--- config.mk ---
export PLATFORM = sky130hd
export DESIGN_NAME = vser_top
export DESIGN_NICKNAME = d
export VERILOG_FILES = /design/src/rtl/vser_pkg.sv /design/src/rtl/vser_ctrl.sv /design/src/rtl/vser_datapath.sv /design/src/rtl/vser_top.sv
export SDC_FILE = /design/constraint.sdc
export NUM_CORES = 1
export LEC_CHECK = 0
export BUFFER_PORTS_ARGS = -buffer_cell sky130_fd_sc_hd__clkbuf_2
export CAP_MARGIN = 20
export CORE_MARGIN = 4
export CORE_UTILIZATION = 40
export CTS_CLUSTER_SIZE = 28
export DETAILED_ROUTE_END_ITERATION = 16
export HOLD_SLACK_MARGIN = 0.05
export PLACE_DENSITY = 0.69
export SYNTH_ARGS = -nofsm -noshare
export SYNTH_HDL_FRONTEND = slang
export SYNTH_SLANG_ARGS = --single-unit
--- constraint.sdc ---
create_clock -name clk -period 5.1 [get_ports clk]
set_clock_uncertainty 0.15 [all_clocks]
set_input_delay 0.255 -clock clk [delete_from_list [all_inputs] [get_ports clk]]
set_output_delay 0.255 -clock clk [all_outputs]
set_load 0.05 [all_outputs]
--- src/rtl/vser_pkg.sv ---
package vser_pkg;

  // Strobes from the sequencing logic to the datapath.
  typedef struct packed {
    logic capture;  // write dmaData into the staging register
    logic load;     // copy staging register into the shift register
    logic clear;    // fill shift register with black
    logic shift;    // advance the shift register by one pixel
    logic step;     // pixel slot: update the output stage
  } serStrobe_t;

endpackage

--- src/rtl/vser_ctrl.sv ---
module vser_ctrl
  import vser_pkg::*;
#(
  parameter int WORD_W = 16,   // must be a power of two
  parameter int WORDS  = 36
) (
  input  logic       clk,
  input  logic       rst_n,
  input  logic       pixEn,
  input  logic       lineStart,
  input  logic       blankIn,
  input  logic       dmaValid,
  output serStrobe_t strb,
  output logic       fetchReq,
  output logic       underrun
);

  localparam int BIT_W = $clog2(WORD_W);
  localparam int CNT_W = $clog2(WORDS + 1);
  localparam logic [BIT_W-1:0] LAST_BIT = BIT_W'(WORD_W - 1);
  localparam logic [CNT_W-1:0] WORDS_C  = CNT_W'(WORDS);

  logic [BIT_W-1:0] bitCnt;
  logic [CNT_W-1:0] loadCnt;   // word slots of this line already started
  logic [CNT_W-1:0] fetchCnt;  // requests issued for this line
  logic stageFull;
  logic preloadPend;

  logic lsEv, shiftEv, capture, boundary, startMiss, preloadEv;
  logic wordsLeft, reloadOk, reloadMiss, endLine, loadEv, raiseFetch;

  always_comb begin
    lsEv       = pixEn & lineStart;
    shiftEv    = pixEn & ~blankIn & ~lineStart;
    capture    = dmaValid & fetchReq;
    startMiss  = shiftEv & preloadPend;
    boundary   = shiftEv & ~preloadPend & (bitCnt == LAST_BIT);
    preloadEv  = pixEn & blankIn & ~lineStart & preloadPend & stageFull;
    wordsLeft  = loadCnt < WORDS_C;
    reloadOk   = boundary & wordsLeft & stageFull;
    reloadMiss = boundary & wordsLeft & ~stageFull;
    endLine    = boundary & ~wordsLeft;
    loadEv     = preloadEv | reloadOk;
    raiseFetch = loadEv & (fetchCnt < WORDS_C);

    strb.capture = capture;
    strb.load    = loadEv;
    strb.clear   = lsEv | reloadMiss | endLine;
    strb.shift   = shiftEv;
    strb.step    = pixEn;
  end

  always_ff @(posedge clk) begin
    if (!rst_n) begin
      bitCnt      <= '0;
      loadCnt     <= '0;
      fetchCnt    <= '0;
      stageFull   <= 1'b0;
      preloadPend <= 1'b0;
      fetchReq    <= 1'b0;
      underrun    <= 1'b0;
    end else if (lsEv) begin
      bitCnt      <= '0;
      loadCnt     <= '0;
      fetchCnt    <= CNT_W'(1);
      stageFull   <= 1'b0;
      preloadPend <= 1'b1;
      fetchReq    <= 1'b1;
      underrun    <= 1'b0;
    end else begin
      if (capture)     stageFull <= 1'b1;
      else if (loadEv) stageFull <= 1'b0;

      if (capture)         fetchReq <= 1'b0;
      else if (raiseFetch) fetchReq <= 1'b1;

      if (raiseFetch) fetchCnt <= fetchCnt + CNT_W'(1);

      if (preloadEv | startMiss) begin
        preloadPend <= 1'b0;
        loadCnt     <= CNT_W'(1);
      end else if (boundary & wordsLeft) begin
        loadCnt <= loadCnt + CNT_W'(1);
      end

      if (shiftEv) bitCnt <= bitCnt + BIT_W'(1);

      if (startMiss | reloadMiss) underrun <= 1'b1;
    end
  end

  // a line start always issues the prefetch
  a_r2_prefetch: assert property (@(posedge clk) disable iff (!rst_n)
    (pixEn && lineStart) |=> fetchReq);

  // an outstanding request is held until data comes back
  a_r6_req_hold: assert property (@(posedge clk) disable iff (!rst_n)
    (fetchReq && !dmaValid) |=> fetchReq);

  // delivered data retires the request
  a_r6_req_done: assert property (@(posedge clk) disable iff (!rst_n)
    (fetchReq && dmaValid && !(pixEn && lineStart)) |=> !fetchReq);

  // the underrun flag is sticky within a line
  a_r8_sticky: assert property (@(posedge clk) disable iff (!rst_n)
    (underrun && !(pixEn && lineStart)) |=> underrun);

endmodule

--- src/rtl/vser_datapath.sv ---
module vser_datapath
  import vser_pkg::*;
#(
  parameter int WORD_W = 16
) (
  input  logic              clk,
  input  logic              rst_n,
  input  serStrobe_t        strb,
  input  logic              blankIn,
  input  logic [WORD_W-1:0] dmaData,
  output logic              pixOut
);

  logic [WORD_W-1:0] stageWord;
  logic [WORD_W-1:0] shiftWord;
  logic pixBit;
  logic blankDly;  // blank level aligned with pixBit

  always_ff @(posedge clk) begin
    if (!rst_n) begin
      stageWord <= '0;
      shiftWord <= '0;
      pixBit    <= 1'b0;
      blankDly  <= 1'b1;
    end else begin
      if (strb.capture) stageWord <= dmaData;

      if (strb.load)       shiftWord <= stageWord;
      else if (strb.clear) shiftWord <= '0;
      else if (strb.shift) shiftWord <= {shiftWord[WORD_W-2:0], 1'b0};

      if (strb.step) begin
        pixBit   <= shiftWord[WORD_W-1];
        blankDly <= blankIn;
      end
    end
  end

  assign pixOut = pixBit & ~blankDly;

  // output only moves on pixel slots
  a_r9_hold: assert property (@(posedge clk) disable iff (!rst_n)
    !strb.step |=> $stable(pixOut));

  // a blanked slot shows black
  a_r7_blank: assert property (@(posedge clk) disable iff (!rst_n)
    (strb.step && blankIn) |=> !pixOut);

endmodule

--- src/rtl/vser_top.sv ---
module vser_top
  import vser_pkg::*;
#(
  parameter int WORD_W = 16,
  parameter int WORDS  = 36
) (
  input  logic              clk,
  input  logic              rst_n,
  input  logic              pixEn,
  input  logic              lineStart,
  input  logic              blankIn,
  input  logic              dmaValid,
  input  logic [WORD_W-1:0] dmaData,
  output logic              fetchReq,
  output logic              pixOut,
  output logic              underrun
);

  serStrobe_t strb;

  vser_ctrl #(.WORD_W(WORD_W), .WORDS(WORDS)) u_ctrl (
    .clk       (clk),
    .rst_n     (rst_n),
    .pixEn     (pixEn),
    .lineStart (lineStart),
    .blankIn   (blankIn),
    .dmaValid  (dmaValid),
    .strb      (strb),
    .fetchReq  (fetchReq),
    .underrun  (underrun)
  );

  vser_datapath #(.WORD_W(WORD_W)) u_dp (
    .clk     (clk),
    .rst_n   (rst_n),
    .strb    (strb),
    .blankIn (blankIn),
    .dmaData (dmaData),
    .pixOut  (pixOut)
  );

endmodule

# Word level (Yosys, flattened, before mapping)
# Index checks and enable logic that the tools add are counted.
dict set report totals {
  ff_bits 54
  elab_cells 70
}
dict set report op_classes {
  addsub 3
  magnitude_cmp 2
  eq_ne 1
  muxes 14
  bitwise_logic 29
  reduce_logical 8
}
# cell count
set ops {}
lappend ops {{2-to-1 mux 16 bit} 3}
lappend ops {{AND 1 bit} 17}
lappend ops {{adder 6 x 1 -> 6 bit, second input constant} 2}
lappend ops {{< comparator 6 bit, second input constant} 2}
lappend ops {{2-to-1 mux 1 bit} 11}
lappend ops {{nonzero test 2 bit} 4}
lappend ops {{NOT 1 bit} 7}
lappend ops {{nonzero test 3 bit} 2}
lappend ops {{bitwise OR 1 bit} 5}
lappend ops {{adder 4 x 1 -> 4 bit, second input constant} 1}
lappend ops {{equality test 4 bit, second input constant} 1}
lappend ops {{OR reduction 3 bit} 1}
lappend ops {{OR reduction 2 bit} 1}

# Logic depth before layout (Yosys ltp)
dict set report logic_depth {
  depth_word 12
  mapped_depth 6
  ltp_nobuf 5
}

# By module
# A second synthesis with hierarchy kept.
dict set report unflattened {
  cells_unflattened 229
  area_unflattened_um2 2471.1
}
# mod instances cells_per_inst area_per_inst_um2 seq_area_each_um2
set modules_own_cells {}
lappend modules_own_cells {vser_datapath 1 116 1431.4 680.7}
lappend modules_own_cells {vser_ctrl 1 113 1039.7 400.4}

# Worst setup path before layout
# No wires, ideal clock.
dict set report synth_path {
  path_kind {input to register}
  startpoint {in blankIn}
  endpoint {reg u_ctrl.loadCnt[4]}
  setup_time_ns 0.070
  t_arrival_ns 1.803
  required_ns 4.880
  slack_ns 3.077
  cell_stages 6
  n_path_buf 2
  cell_sequence {buf_6 -> or3b_1 -> buf_6 -> or4_4 -> or3_1 -> a21oi_1}
}
dict set report synth_between {
  elab_chain_cells 6
  elab_cells_between_ends 13
}
# element line_no
set synth_lines {}
lappend synth_lines {{start, declared} vser_top.sv:11} ;# input logic blankIn,
lappend synth_lines {{AND 1 bit or NOT 1 bit (tied branches)} {vser_ctrl.sv:38, vser_ctrl.sv:34}}
lappend synth_lines {{AND 1 bit (on tied branches) (2 in a row)} {vser_ctrl.sv:38, vser_ctrl.sv:34}}
lappend synth_lines {{AND 1 bit (on tied branches)} {vser_ctrl.sv:38, vser_ctrl.sv:36, vser_ctrl.sv:37}}
lappend synth_lines {{bitwise OR 1 bit or AND 1 bit (tied branches)} {vser_ctrl.sv:79, vser_ctrl.sv:37}}
lappend synth_lines {{OR reduction 3 bit (no source line) or AND 1 bit (tied branches)} -}
lappend synth_lines {{end signal, assigned} vser_ctrl.sv:83} ;# loadCnt <= loadCnt + CNT_W'(1);
lappend synth_lines {{end, declared} vser_ctrl.sv:24} ;# logic [CNT_W-1:0] loadCnt;
# Several ways; a longest one is shown, not always the timed one.
# A chain may end at the register's enable or synchronous reset.

# Worst setup path after layout
dict set report layout_path {
  startpoint {reg u_ctrl.bitCnt[0]}
  endpoint {reg u_dp.shiftWord[0]}
}
dict set report layout_between {
  elab_chain_cells 8
  elab_cells_between_ends 12
}
# element line_no
set layout_lines {}
lappend layout_lines {{start, declared} vser_ctrl.sv:23} ;# logic [BIT_W-1:0] bitCnt;
lappend layout_lines {{start signal, assigned} vser_ctrl.sv:86} ;# if (shiftEv) bitCnt <= bitCnt + BIT_W'(1);
lappend layout_lines {{equality test 4 bit (*)} vser_ctrl.sv:37} ;# boundary = shiftEv & ~preloadPend & (bitCnt == LAST_BIT);
lappend layout_lines {{AND 1 bit (*)} vser_ctrl.sv:37}
lappend layout_lines {{AND 1 bit} {vser_ctrl.sv:40, vser_ctrl.sv:41}}
lappend layout_lines {{AND 1 bit} vser_ctrl.sv:41} ;# reloadMiss = boundary & wordsLeft & ~stageFull;
lappend layout_lines {{bitwise OR 1 bit (2 in a row)} vser_ctrl.sv:48} ;# strb.clear = lsEv | reloadMiss | endLine;
lappend layout_lines {{2-to-1 mux 16 bit} vser_datapath.sv:29} ;# else if (strb.clear) shiftWord <= '0;
lappend layout_lines {{2-to-1 mux 16 bit} vser_datapath.sv:28} ;# if (strb.load) shiftWord <= stageWord;
lappend layout_lines {{end signal, assigned} vser_datapath.sv:28}
lappend layout_lines {{end signal, assigned} vser_datapath.sv:30} ;# else if (strb.shift) shiftWord <= {shiftWord[WORD_W-2:0], 1'b0};
lappend layout_lines {{end, declared} vser_datapath.sv:15} ;# logic [WORD_W-1:0] shiftWord;
# Every way passes the cells marked *; elsewhere a longest branch is shown, timed or not.

==> results.toml <==
[sta]
maxSlewViolCount = 0
period_share = 0.4526
setup_viol = 0
final_hold_viol_count = 0
setup_tns_ns = 0
hold_slack_ns = 0.1443
tightest_slew_ns = 1.087
rsz0062_at_grt = "no"
max-slew-margin-rel = 0.2721
finalCriticalPeriod_ns = 2.308
timing.fmax_mhz = 433.2
fin_ws_ns = 2.792

[worst_hold_path]
min-delay-start = "rst_n"
whs_endpoint = "u_dp.blankDly"
holdPathStages = 2
min_path_type = "primary input to flop"

[routing]
drt-total-wl_microns = 5268
ant_nets = 0
viasPerCell = 5.303
vias = 2068
drt_iter0_drc = 179
wire_per_inst_microns = 13.51
post-route-drc-count = 0
drt-pass1-iter-count = 4

[yosys]
synth_cell_types = 37
avgSynthCellArea_sq_um = 8.274
ys_seq_area_frac = 0.4552
yosysTopAreaCellShare = 0.4552
synthesis.area_sq_um = 2375
syn-instance-count = 287
ys.warnings.count = 0
synth-seq-cells = 54
ys_top_cells_by_area = "dfxtp_1 (46%), a21oi_1 (8.2%), nand2_1 (8.2%), o2bb2ai_1 (5.5%), o21ai_0 (4.0%)"
synth.largest_area_cell = "dfxtp_1"
syn_nets = 312

[clock_network]
clk_pin_slew_ns = 0.11
cts_setup_buffers = 0
clk_latency_ns = 0.31
cts_root_buf = "clkbuf_8"
cts-buffers-inserted = 5
cts_tree = "yes"
cts_buffer_depth = 2
cts.sinks = 54
htreeDepth = 2

[power]
power_frac_clock = 0.319
p_sw_uw = 202.5
ir_drop_mv = 0.1670
p_int_uw = 569.1
pwr-share-seq = 0.579
finalPower_uw = 771.6
p_leak_nw = 1.010
p_comb_frac = 0.102
p_per_area_nw_per_um2 = 278.8
switching_share = 0.2624

[critical_path]
crit_fanout = 16
critPathKind = "flop to flop"
reg2reg_to = "u_dp.shiftWord[0]"
r2r-start = "u_ctrl.bitCnt[0]"
cp-end-kind = "flop"
cp.arrival_ns = 2.32
startpoint_type = "flop"
reg2reg_depth = 5
required_ns = 5.11
reg2reg_slack_ns = 2.79

[placed_design]
port_buffers = 24
post-place-ws_ns = 2.513
dp_cells = 366
post-dp-hpwl_microns = 3462
place_area_sq_um = 2515
place.gp.congestion = 0.7489

[floorplanning]
start_util = 0.4209
dieArea_sq_um = 7234
ios = 25
coreArea_sq_um = 5642
die_w_microns = 85.05
die_h_microns = 85.05
row_count = 27

[grt]
grt_pass1_wl_microns = 9170
grt_pass1_vias = 1939
groute.usage.overall = 0.1533
grt_overflow_total = 0
grt_max_degree = 27
antenna_found_initial = 0

[final_layout]
antennaDiodeCount = 0
syn2layout_area_growth_pct = 16.54
stdcell_count = 390
design_area_sq_um = 2768
utilization = 0.4906
drive_gt1_frac = 0.1132
nets = 342

[job]
cap_violations = 0

[outcome]
status = "finished clean"
==> cell type report <==
class	instances	area [sq um]
inverters	5	18.77
flip-flops and latches	54	1081
clock inverters	3	23.77
multi-input cells	210	1197
fillers	549	2874
repair buffers	41	287.8
clock buffers	5	68.82
well taps	72	90.09
==> power groups by stage <==
stage / Combinational [mW] / Clock [mW] / Sequential (mW)
after floorplan: 0.0477 / 0 / 0.456
after global placement: 0.0673 / 0 / 0.456
after detailed placement: 0.0678 / 0 / 0.456
after CTS: 0.0776 / 0.253 / 0.446
after global routing: 0.0882 / 0.271 / 0.449
final: 0.0787 / 0.246 / 0.447
==> state kept, by name, indices dropped and copies added, names as in the netlist <==
register,count
u_ctrl.stageFull,1
u_ctrl.bitCnt,4
u_dp.shiftWord,16
u_dp.blankDly,1
u_ctrl.loadCnt,6
u_dp.stageWord,16
u_dp.pixBit,1
u_ctrl.fetchCnt,6
u_ctrl.underrun,1
u_ctrl.preloadPend,1
u_ctrl.fetchReq,1
==> critical path, stage by stage (launching register included) <==
cell	delay [ns]
dfxtp_1	0.38
ha_1	0.19
nand4b_1	0.24
o21ai_1	0.91
a21o_1	0.22
a21oi_1	0.06
==> cells in the mapped netlist <==
cell type	number
o21ba_2	1
dfxtp_1	54
a31oi_1	3
o2bb2ai_1	15
and3_1	1
xnor2_1	2
nor4_1	1
o31a_1	3
o21a_1	2
nand3_1	18
and2_1	3
or3b_1	1
a21oi_1	39
nand2_1	52
nand2b_1	2
ha_1	3
a41o_1	1
nor3b_1	1
nand4b_1	2
a21boi_0	1
o21ai_1	1
buf_1	4
nor2_1	12
xor2_1	3
mux2i_1	6
a21o_1	1
o21ai_0	19
nor2b_1	3
nand4_1	2
or4_4	1
buf_6	2
a41oi_1	2
or3_1	6
clkbuf_1	12
and3b_1	1
inv_1	5
o31ai_1	2
==> worst max path at each step <==
stage                                 from                 to  slack (ns)
after CTS                 u_ctrl.bitCnt[0]  u_dp.shiftWord[0]        2.78
after detailed placement             pixEn  u_ctrl.loadCnt[4]        2.51
final                     u_ctrl.bitCnt[0]  u_dp.shiftWord[0]        2.79
after floorplan                    blankIn  u_ctrl.loadCnt[4]        3.08
after global placement               pixEn  u_ctrl.loadCnt[4]        2.53
after global routing      u_ctrl.bitCnt[0]  u_dp.shiftWord[0]        2.62
==> cell families (layout without fill, tap and decap cells) <==
kind of cell	after synthesis	in the layout	synth area share
and+or+nand+nor	106	106	0.2092
AOI/OAI and AO/OA	90	90	0.2334
DFF	54	54	0.4552
buffers and inverters	23	54	0.04267
muxes	6	6	0.02529
xor gates and xnor gates	5	5	0.01844
adders and majority gates	3	3	0.01581
==> metal layers <==
layer  share of wire  track usage  wire (microns)
met3           0.037      0.03010             197
met1            0.49       0.2082            2592
met4           0.014      0.04892              72
met5               0            0               0
met2            0.46       0.2444            2406
==> layout by cell type (no fill, tap or decap), types with 2 or more instances in the layout <==
cell / netlist / routed
xnor2_1: 2 / 2
nand2b_1: 2 / 2
a41oi_1: 2 / 2
xor2_1: 3 / 3
clkinvlp_4: 0 / 2
clkbuf_8: 0 / 5
inv_1: 5 / 5
and2_1: 3 / 3
nor2b_1: 3 / 3
o2bb2ai_1: 15 / 15
or3_1: 6 / 6
o21ai_0: 19 / 19
o31a_1: 3 / 3
nand3_1: 18 / 18
nand4b_1: 2 / 2
a31oi_1: 3 / 3
a21oi_1: 39 / 39
o21a_1: 2 / 2
nand4_1: 2 / 2
mux2i_1: 6 / 6
nor2_1: 12 / 12
clkbuf_2: 0 / 24
ha_1: 3 / 3
dlygate4sd3_1: 0 / 16
dfxtp_1: 54 / 54
nand2_1: 52 / 52
==> timing repair <==
action                                 CTS  global route
setup endpoints to repair                0             0
hold buffers                            16             0
endpoints found under the hold margin   16             0
resized for setup                        0             0
(Power assumes the default switching activity.)
